===== config.mk =====
export PLATFORM = sky130hd
export DESIGN_NAME = lp_stop_ctrl
export DESIGN_NICKNAME = d
export VERILOG_FILES = /design/src/rtl/dstop_pkg.sv /design/src/rtl/lpsc_entry_qual.sv /design/src/rtl/lpsc_wake_sel.sv /design/src/rtl/lpsc_wake_timer.sv /design/src/rtl/lpsc_osc_grant.sv /design/src/rtl/lp_stop_ctrl.sv
export SDC_FILE = /design/constraint.sdc
export NUM_CORES = 1
export LEC_CHECK = 0
export BUFFER_PORTS_ARGS = -buffer_cell sky130_fd_sc_hd__buf_4
export CAP_MARGIN = 0
export CORE_ASPECT_RATIO = 1.25
export CORE_MARGIN = 1.5
export CORE_UTILIZATION = 45
export CTS_CLUSTER_DIAMETER = 100
export DETAILED_ROUTE_END_ITERATION = 10
export PLACE_DENSITY = 0.8
export SLEW_MARGIN = 20
export SYNTH_ARGS = -nofsm -noshare
export SYNTH_HDL_FRONTEND = slang
export SYNTH_SLANG_ARGS = --single-unit

===== constraint.sdc =====
create_clock -name clk -period 1.7 [get_ports clk]
set_input_delay 0.425 -clock clk [delete_from_list [all_inputs] [get_ports clk]]
set_output_delay 0.425 -clock clk [all_outputs]
set_load 0.02 [all_outputs]

===== src/rtl/dstop_pkg.sv =====
package dstop_pkg;
   typedef enum logic [1:0] {
      ST_RUN   = 2'b00,
      ST_SLEEP = 2'b01,
      ST_STOP  = 2'b10,
      ST_WAKE  = 2'b11
   } pstate_e;

   typedef enum logic [1:0] {
      ENT_IRQ     = 2'b00,
      ENT_EVT     = 2'b01,
      ENT_EVT_SEV = 2'b10
   } entry_e;

   typedef enum logic [1:0] {
      DEPTH_SLEEP = 2'b00,
      DEPTH_STOP1 = 2'b01,
      DEPTH_STOP2 = 2'b10
   } depth_e;

   localparam logic [2:0] MODE_STOP1 = 3'b001;
   localparam logic [2:0] MODE_STOP2 = 3'b010;
endpackage


===== src/rtl/lpsc_entry_qual.sv =====
module lpsc_entry_qual
   import dstop_pkg::*;
#(
   parameter int N_LINE = 4,
   parameter int N_PER  = 2
) (
   input  logic              wfi_stb,
   input  logic              wfe_stb,
   input  logic              ret_stb,
   input  logic              deep_en,
   input  logic              exit_sleep_en,
   input  logic [2:0]        depth_sel,
   input  logic              sev_pend_en,
   input  logic [N_LINE-1:0] line_pend,
   input  logic [N_PER-1:0]  per_wake_flag,
   output logic              go_o,
   output entry_e            kind_o,
   output depth_e            depth_o
);
   logic trig_irq, trig_evt, busy_src;

   always_comb begin
      trig_irq = wfi_stb | (ret_stb & exit_sleep_en);
      trig_evt = wfe_stb;
      busy_src = (|line_pend) | (|per_wake_flag);
      go_o     = deep_en & (trig_irq | trig_evt) & ~busy_src;
      if (trig_irq)         kind_o = ENT_IRQ;
      else if (sev_pend_en) kind_o = ENT_EVT_SEV;
      else                  kind_o = ENT_EVT;
      case (depth_sel)
         MODE_STOP1: depth_o = DEPTH_STOP1;
         MODE_STOP2: depth_o = DEPTH_STOP2;
         default:    depth_o = DEPTH_SLEEP;
      endcase
   end
endmodule


===== src/rtl/lpsc_wake_sel.sv =====
module lpsc_wake_sel
   import dstop_pkg::*;
#(
   parameter int N_LINE = 4
) (
   input  entry_e            kind_i,
   input  logic [N_LINE-1:0] line_pend,
   input  logic [N_LINE-1:0] line_irq_mask,
   input  logic [N_LINE-1:0] line_evt_mask,
   input  logic [N_LINE-1:0] irq_enable,
   output logic              hit_o
);
   logic [N_LINE-1:0] hit_vec;

   generate
      for (genvar li = 0; li < N_LINE; li++) begin : g_line
         always_comb begin
            case (kind_i)
               ENT_IRQ:     hit_vec[li] = line_pend[li] & line_irq_mask[li] & irq_enable[li];
               ENT_EVT:     hit_vec[li] = line_pend[li] & line_evt_mask[li];
               ENT_EVT_SEV: hit_vec[li] = line_pend[li] & line_irq_mask[li];
               default:     hit_vec[li] = 1'b0;
            endcase
         end
      end
   endgenerate

   assign hit_o = |hit_vec;
endmodule


===== src/rtl/lpsc_wake_timer.sv =====
module lpsc_wake_timer #(
   parameter int T_OSC   = 8,
   parameter int T_REG   = 12,
   parameter int T_FLASH = 5
) (
   input  logic clk,
   input  logic rst_n,
   input  logic start,
   output logic done
);
   localparam int MAXT  = (T_OSC > T_REG) ? ((T_OSC > T_FLASH) ? T_OSC : T_FLASH)
                                          : ((T_REG > T_FLASH) ? T_REG : T_FLASH);
   localparam int CNT_W = $clog2(MAXT + 1);

   logic [CNT_W-1:0] osc_q, reg_q, fl_q;
   logic             busy_q, ph_b_q;

   assign done = busy_q & ph_b_q & (fl_q == '0);

   always_ff @(posedge clk or negedge rst_n) begin
      if (!rst_n) begin
         osc_q  <= '0;
         reg_q  <= '0;
         fl_q   <= '0;
         busy_q <= 1'b0;
         ph_b_q <= 1'b0;
      end else if (start) begin
         osc_q  <= CNT_W'(T_OSC);
         reg_q  <= CNT_W'(T_REG);
         fl_q   <= '0;
         busy_q <= 1'b1;
         ph_b_q <= 1'b0;
      end else if (busy_q) begin
         if (!ph_b_q) begin
            if (osc_q != '0) osc_q <= osc_q - 1'b1;
            if (reg_q != '0) reg_q <= reg_q - 1'b1;
            if (osc_q == '0 && reg_q == '0) begin
               ph_b_q <= 1'b1;
               fl_q   <= CNT_W'(T_FLASH);
            end
         end else if (fl_q != '0) begin
            fl_q <= fl_q - 1'b1;
         end else begin
            busy_q <= 1'b0;
            ph_b_q <= 1'b0;
         end
      end
   end

   assert_no_early_done_R11: assert property (@(posedge clk) disable iff (!rst_n)
      start |=> !done);
   assert_done_after_osc_R11: assert property (@(posedge clk) disable iff (!rst_n)
      done |-> (osc_q == '0 && reg_q == '0));
endmodule


===== src/rtl/lpsc_osc_grant.sv =====
module lpsc_osc_grant #(
   parameter int N_PER = 2
) (
   input  logic             clk,
   input  logic             rst_n,
   input  logic             active,
   input  logic [N_PER-1:0] req,
   input  logic [N_PER-1:0] reject,
   output logic [N_PER-1:0] grant
);
   generate
      for (genvar pi = 0; pi < N_PER; pi++) begin : g_per
         logic g_q;
         always_ff @(posedge clk or negedge rst_n) begin
            if (!rst_n)                     g_q <= 1'b0;
            else if (!active || reject[pi]) g_q <= 1'b0;
            else if (req[pi])               g_q <= 1'b1;
         end
         assign grant[pi] = g_q;
      end
   endgenerate

   assert_grant_only_deep_R10: assert property (@(posedge clk) disable iff (!rst_n)
      !active |=> (grant == '0));
   assert_reject_wins_R10: assert property (@(posedge clk) disable iff (!rst_n)
      (reject != '0) |=> ((grant & $past(reject)) == '0));
endmodule


===== src/rtl/lp_stop_ctrl.sv =====
module lp_stop_ctrl
   import dstop_pkg::*;
#(
   parameter int N_LINE  = 4,
   parameter int N_PER   = 2,
   parameter int T_OSC   = 8,
   parameter int T_REG   = 12,
   parameter int T_FLASH = 5
) (
   input  logic              clk,
   input  logic              rst_n,
   input  logic              wfi_stb,
   input  logic              wfe_stb,
   input  logic              ret_stb,
   input  logic              deep_en,
   input  logic              exit_sleep_en,
   input  logic [2:0]        depth_sel,
   input  logic              sev_pend_en,
   input  logic [N_LINE-1:0] line_pend,
   input  logic [N_LINE-1:0] line_irq_mask,
   input  logic [N_LINE-1:0] line_evt_mask,
   input  logic [N_LINE-1:0] irq_enable,
   input  logic [N_PER-1:0]  per_wake_flag,
   input  logic [N_PER-1:0]  per_osc_req,
   input  logic [N_PER-1:0]  per_frame_reject,
   output logic [1:0]        state_o,
   output logic              core_clk_en,
   output logic              pll_en,
   output logic              ms_rc_en,
   output logic              fast_rc_en,
   output logic              xtal_en,
   output logic [N_PER-1:0]  osc_grant,
   output logic              wake_done
);
   generate
      if (N_LINE < 1) begin : g_bad_lines
         $error("N_LINE must be at least 1");
      end
      if (N_PER < 1) begin : g_bad_per
         $error("N_PER must be at least 1");
      end
      if (T_OSC < 1 || T_REG < 1 || T_FLASH < 1) begin : g_bad_times
         $error("recovery times must be at least 1 cycle");
      end
   endgenerate

   pstate_e state_q;
   entry_e  ent_q;
   logic    deep2_q;
   logic    done_q;

   logic    go;
   entry_e  req_kind;
   depth_e  req_depth;
   logic    wake_hit;
   logic    tmr_start, tmr_done;
   logic    osc_on, grant_active;

   lpsc_entry_qual #(.N_LINE(N_LINE), .N_PER(N_PER)) u_qual (
      .wfi_stb       (wfi_stb),
      .wfe_stb       (wfe_stb),
      .ret_stb       (ret_stb),
      .deep_en       (deep_en),
      .exit_sleep_en (exit_sleep_en),
      .depth_sel     (depth_sel),
      .sev_pend_en   (sev_pend_en),
      .line_pend     (line_pend),
      .per_wake_flag (per_wake_flag),
      .go_o          (go),
      .kind_o        (req_kind),
      .depth_o       (req_depth)
   );

   lpsc_wake_sel #(.N_LINE(N_LINE)) u_wsel (
      .kind_i        (ent_q),
      .line_pend     (line_pend),
      .line_irq_mask (line_irq_mask),
      .line_evt_mask (line_evt_mask),
      .irq_enable    (irq_enable),
      .hit_o         (wake_hit)
   );

   assign tmr_start = (state_q == ST_STOP) & wake_hit;

   lpsc_wake_timer #(.T_OSC(T_OSC), .T_REG(T_REG), .T_FLASH(T_FLASH)) u_tmr (
      .clk   (clk),
      .rst_n (rst_n),
      .start (tmr_start),
      .done  (tmr_done)
   );

   assign grant_active = (state_q == ST_STOP) & deep2_q;

   lpsc_osc_grant #(.N_PER(N_PER)) u_grant (
      .clk    (clk),
      .rst_n  (rst_n),
      .active (grant_active),
      .req    (per_osc_req),
      .reject (per_frame_reject),
      .grant  (osc_grant)
   );

   always_ff @(posedge clk or negedge rst_n) begin
      if (!rst_n) begin
         state_q <= ST_RUN;
         ent_q   <= ENT_IRQ;
         deep2_q <= 1'b0;
         done_q  <= 1'b0;
      end else begin
         done_q <= 1'b0;
         case (state_q)
            ST_RUN: begin
               if (go) begin
                  ent_q   <= req_kind;
                  deep2_q <= (req_depth == DEPTH_STOP2);
                  state_q <= (req_depth == DEPTH_SLEEP) ? ST_SLEEP : ST_STOP;
               end
            end
            ST_SLEEP: begin
               if (wake_hit) begin
                  state_q <= ST_RUN;
                  done_q  <= 1'b1;
               end
            end
            ST_STOP: begin
               if (wake_hit) state_q <= ST_WAKE;
            end
            ST_WAKE: begin
               if (tmr_done) begin
                  state_q <= ST_RUN;
                  done_q  <= 1'b1;
               end
            end
            default: state_q <= ST_RUN;
         endcase
      end
   end

   assign osc_on      = (state_q != ST_STOP);
   assign state_o     = state_q;
   assign core_clk_en = (state_q == ST_RUN);
   assign pll_en      = osc_on;
   assign ms_rc_en    = osc_on;
   assign xtal_en     = osc_on;
   assign fast_rc_en  = osc_on | (|osc_grant);
   assign wake_done   = done_q;

   assert_pend_blocks_entry_R4: assert property (@(posedge clk) disable iff (!rst_n)
      (state_q == ST_RUN && ((|line_pend) || (|per_wake_flag))) |=> (state_q == ST_RUN));
   assert_stop_gates_clocks_R6: assert property (@(posedge clk) disable iff (!rst_n)
      (state_q == ST_STOP) |-> (!core_clk_en && !pll_en && !ms_rc_en && !xtal_en));
   assert_stop_needs_line_R8: assert property (@(posedge clk) disable iff (!rst_n)
      (state_q == ST_STOP && line_pend == '0) |=> (state_q == ST_STOP));
   assert_done_single_R13: assert property (@(posedge clk) disable iff (!rst_n)
      wake_done |=> !wake_done);
   assert_done_in_run_R11: assert property (@(posedge clk) disable iff (!rst_n)
      wake_done |-> (core_clk_en && state_q == ST_RUN));
endmodule


==> Flow_metrics.wiki, run 1 <==
{| class="wikitable"
! Metric !! Value
|-
| Placer's final routability congestion estimate || 0.888
|-
| Number of endpoints with negative hold slack in the final report || 0
|-
| Clk_skew || between 0.005 and 0.006 ns
|-
| Combined area of all synthesized cells || 1400 sq um
|-
| Maximum number of pins on one net before global-route repair || 23
|-
| Register area share after synthesis || 39.5%
|-
| Pwr dens || roughly 1300 nW/um^2
|-
| Final HPWL DP || around 2600 microns
|-
| Required arrival time at the worst endpoint || between 1 and 1.5 ns
|-
| Fin cells || 237
|-
| Worst Setup End Kind || output port
|-
| Proportion of power drawn by combinational gates || 52.4%
|-
| Iteration-0 DRC count of the detailed router || 9
|-
| Placement row count || 22
|-
| Total clock sinks || 22
|-
| Area of all placed cells without fillers || 1890 sq um
|-
| DRC || 0
|-
| Worst vdd rail ir drop || 0.000911 V
|-
| Core box area || 2950 sq um
|-
| Worst Setup Start Kind || register
|-
| Antenna cells || 0
|-
| Power share of the clock group || 11.4%
|-
| Number of max-slew violations in the final report || 0
|-
| Net load switching power || ~1000 uW
|-
| Actual transition at the worst max-transition pin || ~0.39 ns
|-
| IO Port Bufs || 42
|-
| Hold_ws || 0.260 ns
|-
| CP max FO || 2
|-
| CTS tree || done
|-
| Setup tns final || -0.0280 ns
|-
| Area post-placement || 1810 sq um
|-
| Die ar. || 3450 sq um
|-
| Average detailed-routed wire length per instance || 13.4 microns
|-
| Die extent in x || roughly 53 microns
|-
| Warnings, synthesis || 0
|-
| Mapped Nets || 182
|-
| Switching power as a share of total power || 40.1%
|-
| Endpoint arrival time on the critical path || 1.30 ns
|-
| Via count of the first global-routing pass || 1345
|-
| Clock Pin Slew Worst Setup and Hold Paths || between 0.1 and 0.15 ns
|-
| Dominant cell type by area after synthesis || dfrtp_1
|-
| Path class of the lowest-slack min-delay path || in -> reg
|-
| Drt total wl || approximately 3200 microns
|-
| Post-route setup slack || -0.0280 ns
|-
| Maximum clock path buffer count || 2
|-
| Die span in y || between 60 and 70 microns
|-
| Worst slew margin relative to its limit || 73.9%
|-
| Total routing resource utilization after global routing || ~21%
|-
| Most common cell in the netlist || dfrtp_1
|-
| Unrepaired setup endpoints after global routing || true
|-
| DRT Pass-1 Iters || 4
|-
| Setup CP Type || reg -> out
|-
| Post-synthesis instance total || 145
|-
| Post-DRT Antenna Nets || 0
|-
| EDFF count, synth || 0
|-
| Main flop type after synthesis || dfrtp_1
|-
| First-pass GRT wire length || 5560 microns
|-
| Pleak || about 0.00089 uW
|-
| Violations in the final reports || negative setup slack
|-
| Number of levels the H-tree was split into || 1
|-
| Root Buffer || clkbuf_4
|-
| Reg power frac || 36.2%
|-
| Synthesized area per cell || 9.62 sq um
|-
| Tmin final || around 1.7 ns
|-
| I/O Pins || 43
|-
| FFs w/ async S/R, synth || 100%
|-
| Final Cycle Share || 102%
|-
| Internal power || 1510 uW
|-
| Number of antenna violations at the first check in global routing || 0
|-
| Share of layout cells above drive strength 1 || between 40% and 50%
|-
| Routed via count || 1271
|-
| TritonCTS buffer count || 3
|-
| Overall overflow remaining after global route || 0
|-
| Cells taking the most area after synthesis || dfrtp_1 (39%), a21oi_1 (3.9%), ha_1 (3.6%)
|-
| Maximum clock frequency || just under 600 MHz
|-
| Count of maximum capacitance violations || 0
|-
| # placed instances || 230
|-
| Vias per Instance || 5.36
|-
| Area Overhead vs Synth || 35.7%
|-
| Clock latency on the worst-skew pair || 0.31 ns
|-
| Count of final setup violators || 1
|-
| Top cells by instance count after synthesis || dfrtp_1 (22), a21oi_1 (11), inv_1 (11)
|-
| Area share of the largest cell type after synthesis || between 30% and 40%
|-
| Nets || 239
|-
| Result of the run || finished with violations
|-
| Initial core utilization || 47.4%
|-
| Synth unique cells || 42
|-
| Post-synthesis sequential element count || 22
|}
[critical path, stage by stage, from the launching register on]
cell and delay [ns]:
dfrtp_1 0.42, inv_2 0.07, nand2_2 0.05, or3_4 0.32, buf_6 0.14
[cell families (layout without fill, tap and decap cells)]
logic type | Yosys count | count (layout) | synth area share, %
XOR/XNOR | 5 | 5 | 3.14
AND/OR/NAND/NOR | 55 | 55 | 22.6
buffers and inverters | 17 | 73 | 6.28
adder cells (fa/ha/maj) | 4 | 4 | 3.59
flip-flops | 22 | 22 | 39.5
AO/OA/AOI/OAI | 37 | 37 | 21.1
multiplexers | 5 | 5 | 3.86
[power groups by stage]
stage	combinational, uW	sequential (uW)	clock, uW
floorplan	850	908	0
global placement	1220	900	0
detailed placement	1290	914	0
CTS	1310	908	297
global route	1490	945	323
finish	1320	913	286
[path summary, 6_finish.rpt]
| path | cells past startpoint | start | slack (ns) | end |
|---|---|---|---|---|
| worst max-delay path | 4 | state_o[0] | -0.03 | fast_rc_en |
| worst min-delay path | 2 | per_frame_reject[0] | 0.26 | u_grant.g_per[0].g_q |
| worst max register to register | 6 | u_tmr.reg_q[1] | 0.12 | u_tmr.reg_q[2] |
| worst min register to register | 1 | deep2_q | 0.51 | deep2_q |
| max in group asynchronous | 2 | rst_n | 0.96 | state_o[1] |
| min in group asynchronous | 2 | rst_n | 0.52 | u_tmr.osc_q[0] |
[through the flow]
stage / util [%] / total power (uW) / setup WS [ns]
final: 64.3 / 2520 / -0.0280
after global routing: 64.3 / 2760 / -0.101
after CTS: 63.7 / 2520 / -0.0415
after detailed placement: 61.6 / 2200 / -0.0487
after global placement: 61.6 / 2120 / -0.00431
after floorplan: - / 1760 / 0.0909
[sequential cells by signal, indices dropped and copies added, names as in the netlist]
signal	flops
deep2_q	1
ent_q	2
state_o	2
u_grant.g_per.g_q	2
u_tmr.busy_q	1
u_tmr.fl_q	4
u_tmr.osc_q	4
u_tmr.ph_b_q	1
u_tmr.reg_q	4
wake_done	1
[cells in the final DEF, fill, tap and decap left out, drive strengths merged]
cell and count:
or3 2, nor3b 5, a22oi 4, mux2i 2, nand4 1, buf 57
o21ai 10, or2 1, a21oi 11, o41ai 1, nand3b 1, o311a 2
inv 11, dlygate4sd3 1, a21o 1, and3 2, nand3 7, clkbuf 4
ha 4, o2111ai 1, and2 5, nor4 2, nor3 7, a211oi 3
a2111oi 1, nor2 10, dfrtp 22, nor2b 2, nand2b 2, nand4b 1
a221oi 1, or3b 1, a211o 1, xor2 2, a41oi 1, mux2 3
xnor2 3, nand2 6
[cell type report]
cell class,instances,area [sq um]
Clock buffer,4,36.3
Fill cell,239,1050
Inverter,11,41.3
Multi-Input combinational cell,106,778
Sequential cell,22,551
Tap cell,36,45.0
Timing Repair Buffer,58,442
[repair_timing]
action / CTS / global route
setup endpoints to repair: 2 / 14
resized for setup: 3 / 5
buffers inserted: 1 / 1
hold buffers: 1 / 0
endpoints found under the hold margin: 22 / 0
[metal layers]
metal  up-vias  global-route usage, %  part of all wire [%]
met1       598                   22.7                    39
met4         0                   5.77                  0.85
met2        35                   42.3                    57
met5         -                      0                     0
met3         4                   2.73                   3.7
li1        634                      -                     -
Power figures use the tool's default switching activity.
==> run 2, diff against run 1 <==
--- a/config.mk
+++ b/config.mk
@@ -10,6 +10,7 @@
 export CORE_ASPECT_RATIO = 1.25
 export CORE_MARGIN = 1.5
 export CORE_UTILIZATION = 45
+export CTS_BUF_LIST = sky130_fd_sc_hd__clkbuf_4
 export CTS_CLUSTER_DIAMETER = 100
 export DETAILED_ROUTE_END_ITERATION = 10
 export PLACE_DENSITY = 0.8
==> run 2 against run 1 <==
Net effect: the flow still finishes with violations (negative setup slack); cell area is 0.46% lower; setup slack better by 0.0077 ns; final cell count is the same; flip-flop and latch count stayed put; via count rose by 0.63%; power shrank 1.6%; hold slack better by 0.0096 ns; clock skew increased by 0.00083 ns; critical path type unchanged; critical endpoint unchanged; largest power group unchanged; highest routed layer unchanged.
==> Flow_metrics.wiki, run 2 (synthesis results as in run 1) <==
{| class="wikitable"
! Metric !! Value
|-
| Proportion of power drawn by combinational gates || between 50% and 60%
|-
| Violations in the final reports || negative setup slack
|-
| Result of the run || finished with violations
|-
| Count of maximum capacitance violations || 0
|-
| Antenna cells || 0
|-
| Reg power frac || approximately 37%
|-
| CP Launch Point || state_o[0]
|-
| Share of layout cells above drive strength 1 || 40.8%
|-
| Area Overhead vs Synth || 35.1%
|-
| Number of antenna violations at the first check in global routing || 0
|-
| Number of max-slew violations in the final report || 0
|-
| Total routing resource utilization after global routing || 21.3%
|-
| Setup CP Type || reg -> out
|-
| Required arrival time at the worst endpoint || ~1.3 ns
|-
| Area post-placement || 1810 sq um
|-
| DRT Pass-1 Iters || 4
|-
| Slowest-stage cell, CP || dfrtp_1
|-
| I/O Pins || 43
|-
| Root Buffer || clkbuf_4
|-
| DRC || 0
|-
| Maximum clock path buffer count || 2
|-
| Critical register-to-register path startpoint || u_tmr.reg_q[1]
|-
| Total clock sinks || 22
|-
| Drt total wl || 3210 microns
|-
| CP max FO || 2
|-
| Via count of the first global-routing pass || 1364
|-
| Power share of the clock group || a little under a tenth
|-
| Actual transition at the worst max-transition pin || around 0.39 ns
|-
| Iteration-0 DRC count of the detailed router || 11
|-
| Number of endpoints with negative hold slack in the final report || 0
|-
| Switching power as a share of total power || 40.8%
|-
| Clk_skew || 0.00614 ns
|-
| Worst Setup Start Kind || register
|-
| Detailed route wirelength on metal3 || roughly 110 microns
|-
| CTS tree || done
|-
| Post-route setup slack || -0.0203 ns
|-
| Worst slew margin relative to its limit || 73.9%
|-
| Average detailed-routed wire length per instance || 13.5 microns
|-
| Count of final setup violators || 1
|-
| Pleak || 0.000879 uW
|-
| TritonCTS buffer count || 3
|-
| Routed via count || between 1000 and 1500
|-
| Endpoint arrival time on the critical path || 1.30 ns
|-
| Tmin final || 1.72 ns
|-
| Launch instance of the worst min-delay path || per_frame_reject[0]
|-
| Placement row count || 22
|-
| Pwr dens || 1320 nW/um^2
|-
| Routed length on met1 || 1260 microns
|-
| Fin cells || 237
|-
| Worst vdd rail ir drop || 0.000911 V
|-
| Clock Pin Slew Worst Setup and Hold Paths || 0.12 ns
|-
| Internal power || 1470 uW
|-
| Maximum clock frequency || between 500 and 600 MHz
|-
| Overall overflow remaining after global route || 0
|-
| Setup tns final || -0.0203 ns
|-
| Clock latency on the worst-skew pair || 0.30 ns
|-
| Number of levels the H-tree was split into || 1
|-
| Commonest non-fill, non-tap cell in the layout || buf_4
|-
| Core box area || between 2000 and 3000 sq um
|-
| Routed length on met2 || 1820 microns
|-
| First-pass GRT wire length || 5580 microns
|-
| Post-DRT Antenna Nets || 0
|-
| Path class of the lowest-slack min-delay path || in -> reg
|-
| # placed instances || 230
|-
| Final Cycle Share || 101%
|-
| Area of all placed cells without fillers || 1880 sq um
|-
| Maximum number of pins on one net before global-route repair || 23
|-
| Placer's final routability congestion estimate || 0.888
|-
| Die ar. || 3450 sq um
|-
| Die span in y || 65.3 microns
|-
| Worst Setup End Kind || output port
|-
| Worst-path cell chain || inv_2 > nand2_2 > or3_4 > buf_6
|-
| Vias per Instance || around 5.4
|-
| Net load switching power || 1010 uW
|-
| Post-place setup slack || -0.0487 ns
|-
| Top Registers || u_tmr.fl_q (4), u_tmr.osc_q (4), u_tmr.reg_q (4)
|-
| Die extent in x || 52.8 microns
|-
| Final HPWL DP || roughly 2600 microns
|-
| Stage delay of the slowest cell on the critical path || 0.42 ns
|-
| Commonest cells after routing, fill and taps aside || buf_4 (56), dfrtp_1 (21), a21oi_1 (11)
|-
| Unrepaired setup endpoints after global routing || true
|-
| Initial core utilization || 47.4%
|-
| Design Power || 2480 uW
|-
| Top metal layer carrying routed signals || met4
|-
| Nets || 239
|-
| IO Port Bufs || 42
|}
==> run 2: changes by cell type in the layout (fill, tap and decap cells not counted), sizes merged <==
cell,previous run,this run
clkinv,0,1
clkbuf,4,3
==> run 2: power groups by stage <==
stage	registers (uW)	logic (uW)	clock network, uW
5_1_grt	947	1500	273
2_1_floorplan	908	850	0
4_1_cts	908	1310	244
3_5_place_dp	914	1290	0
6_report	918	1330	235
3_3_place_gp	900	1220	0
==> run 2: layer usage <==
metal / GRT usage (%) / vias to the layer above
met5: 0 / -
li1: - / 633
met3: 2.95 / 2
met2: 42.0 / 33
met1: 22.7 / 611
met4: 5.13 / 0
==> run 2: through the flow <==
step	utilization [%]	hold slack, ns
2_1_floorplan	-	0.129
3_3_place_gp	61.6	0.325
3_5_place_dp	61.6	0.328
4_1_cts	63.4	0.262
5_1_grt	64.0	0.251
6_report	64.0	0.270
==> run 2: final cells by class <==
cell class              count  area [sq um]
repair buffers             58           442
multi-input cells         106           778
clock inverters             1          3.75
fillers                   242          1060
inverters                  11          41.3
well taps                  36          45.0
clock buffers               3          22.5
flip-flops and latches     22           552
==> run 2: timing repair <==
action | in CTS | in global routing
hold buffers | 1 | 0
resized for setup | 3 | 6
endpoints found under the hold margin | 22 | 0
endpoints found under the setup margin | 2 | 14
setup buffers | 1 | 1
==> run 2: path summary, 6_finish.rpt <==
kind	end	slack (ns)	cells past startpoint
setup / recovery	fast_rc_en	-0.02	4
hold / removal	u_grant.g_per[0].g_q	0.27	2
setup reg to reg	u_tmr.reg_q[2]	0.12	6
hold reg to reg	deep2_q	0.50	1
max in group asynchronous	u_tmr.fl_q[2]	0.94	2
min in group asynchronous	u_tmr.osc_q[0]	0.53	2
==> run 2: worst max-delay path: cells and delay by family, from the launching register on <==
kind	cells	cell delay [ns]
buf+inv	2	0.21
flops	1	0.42
simple gates	2	0.37
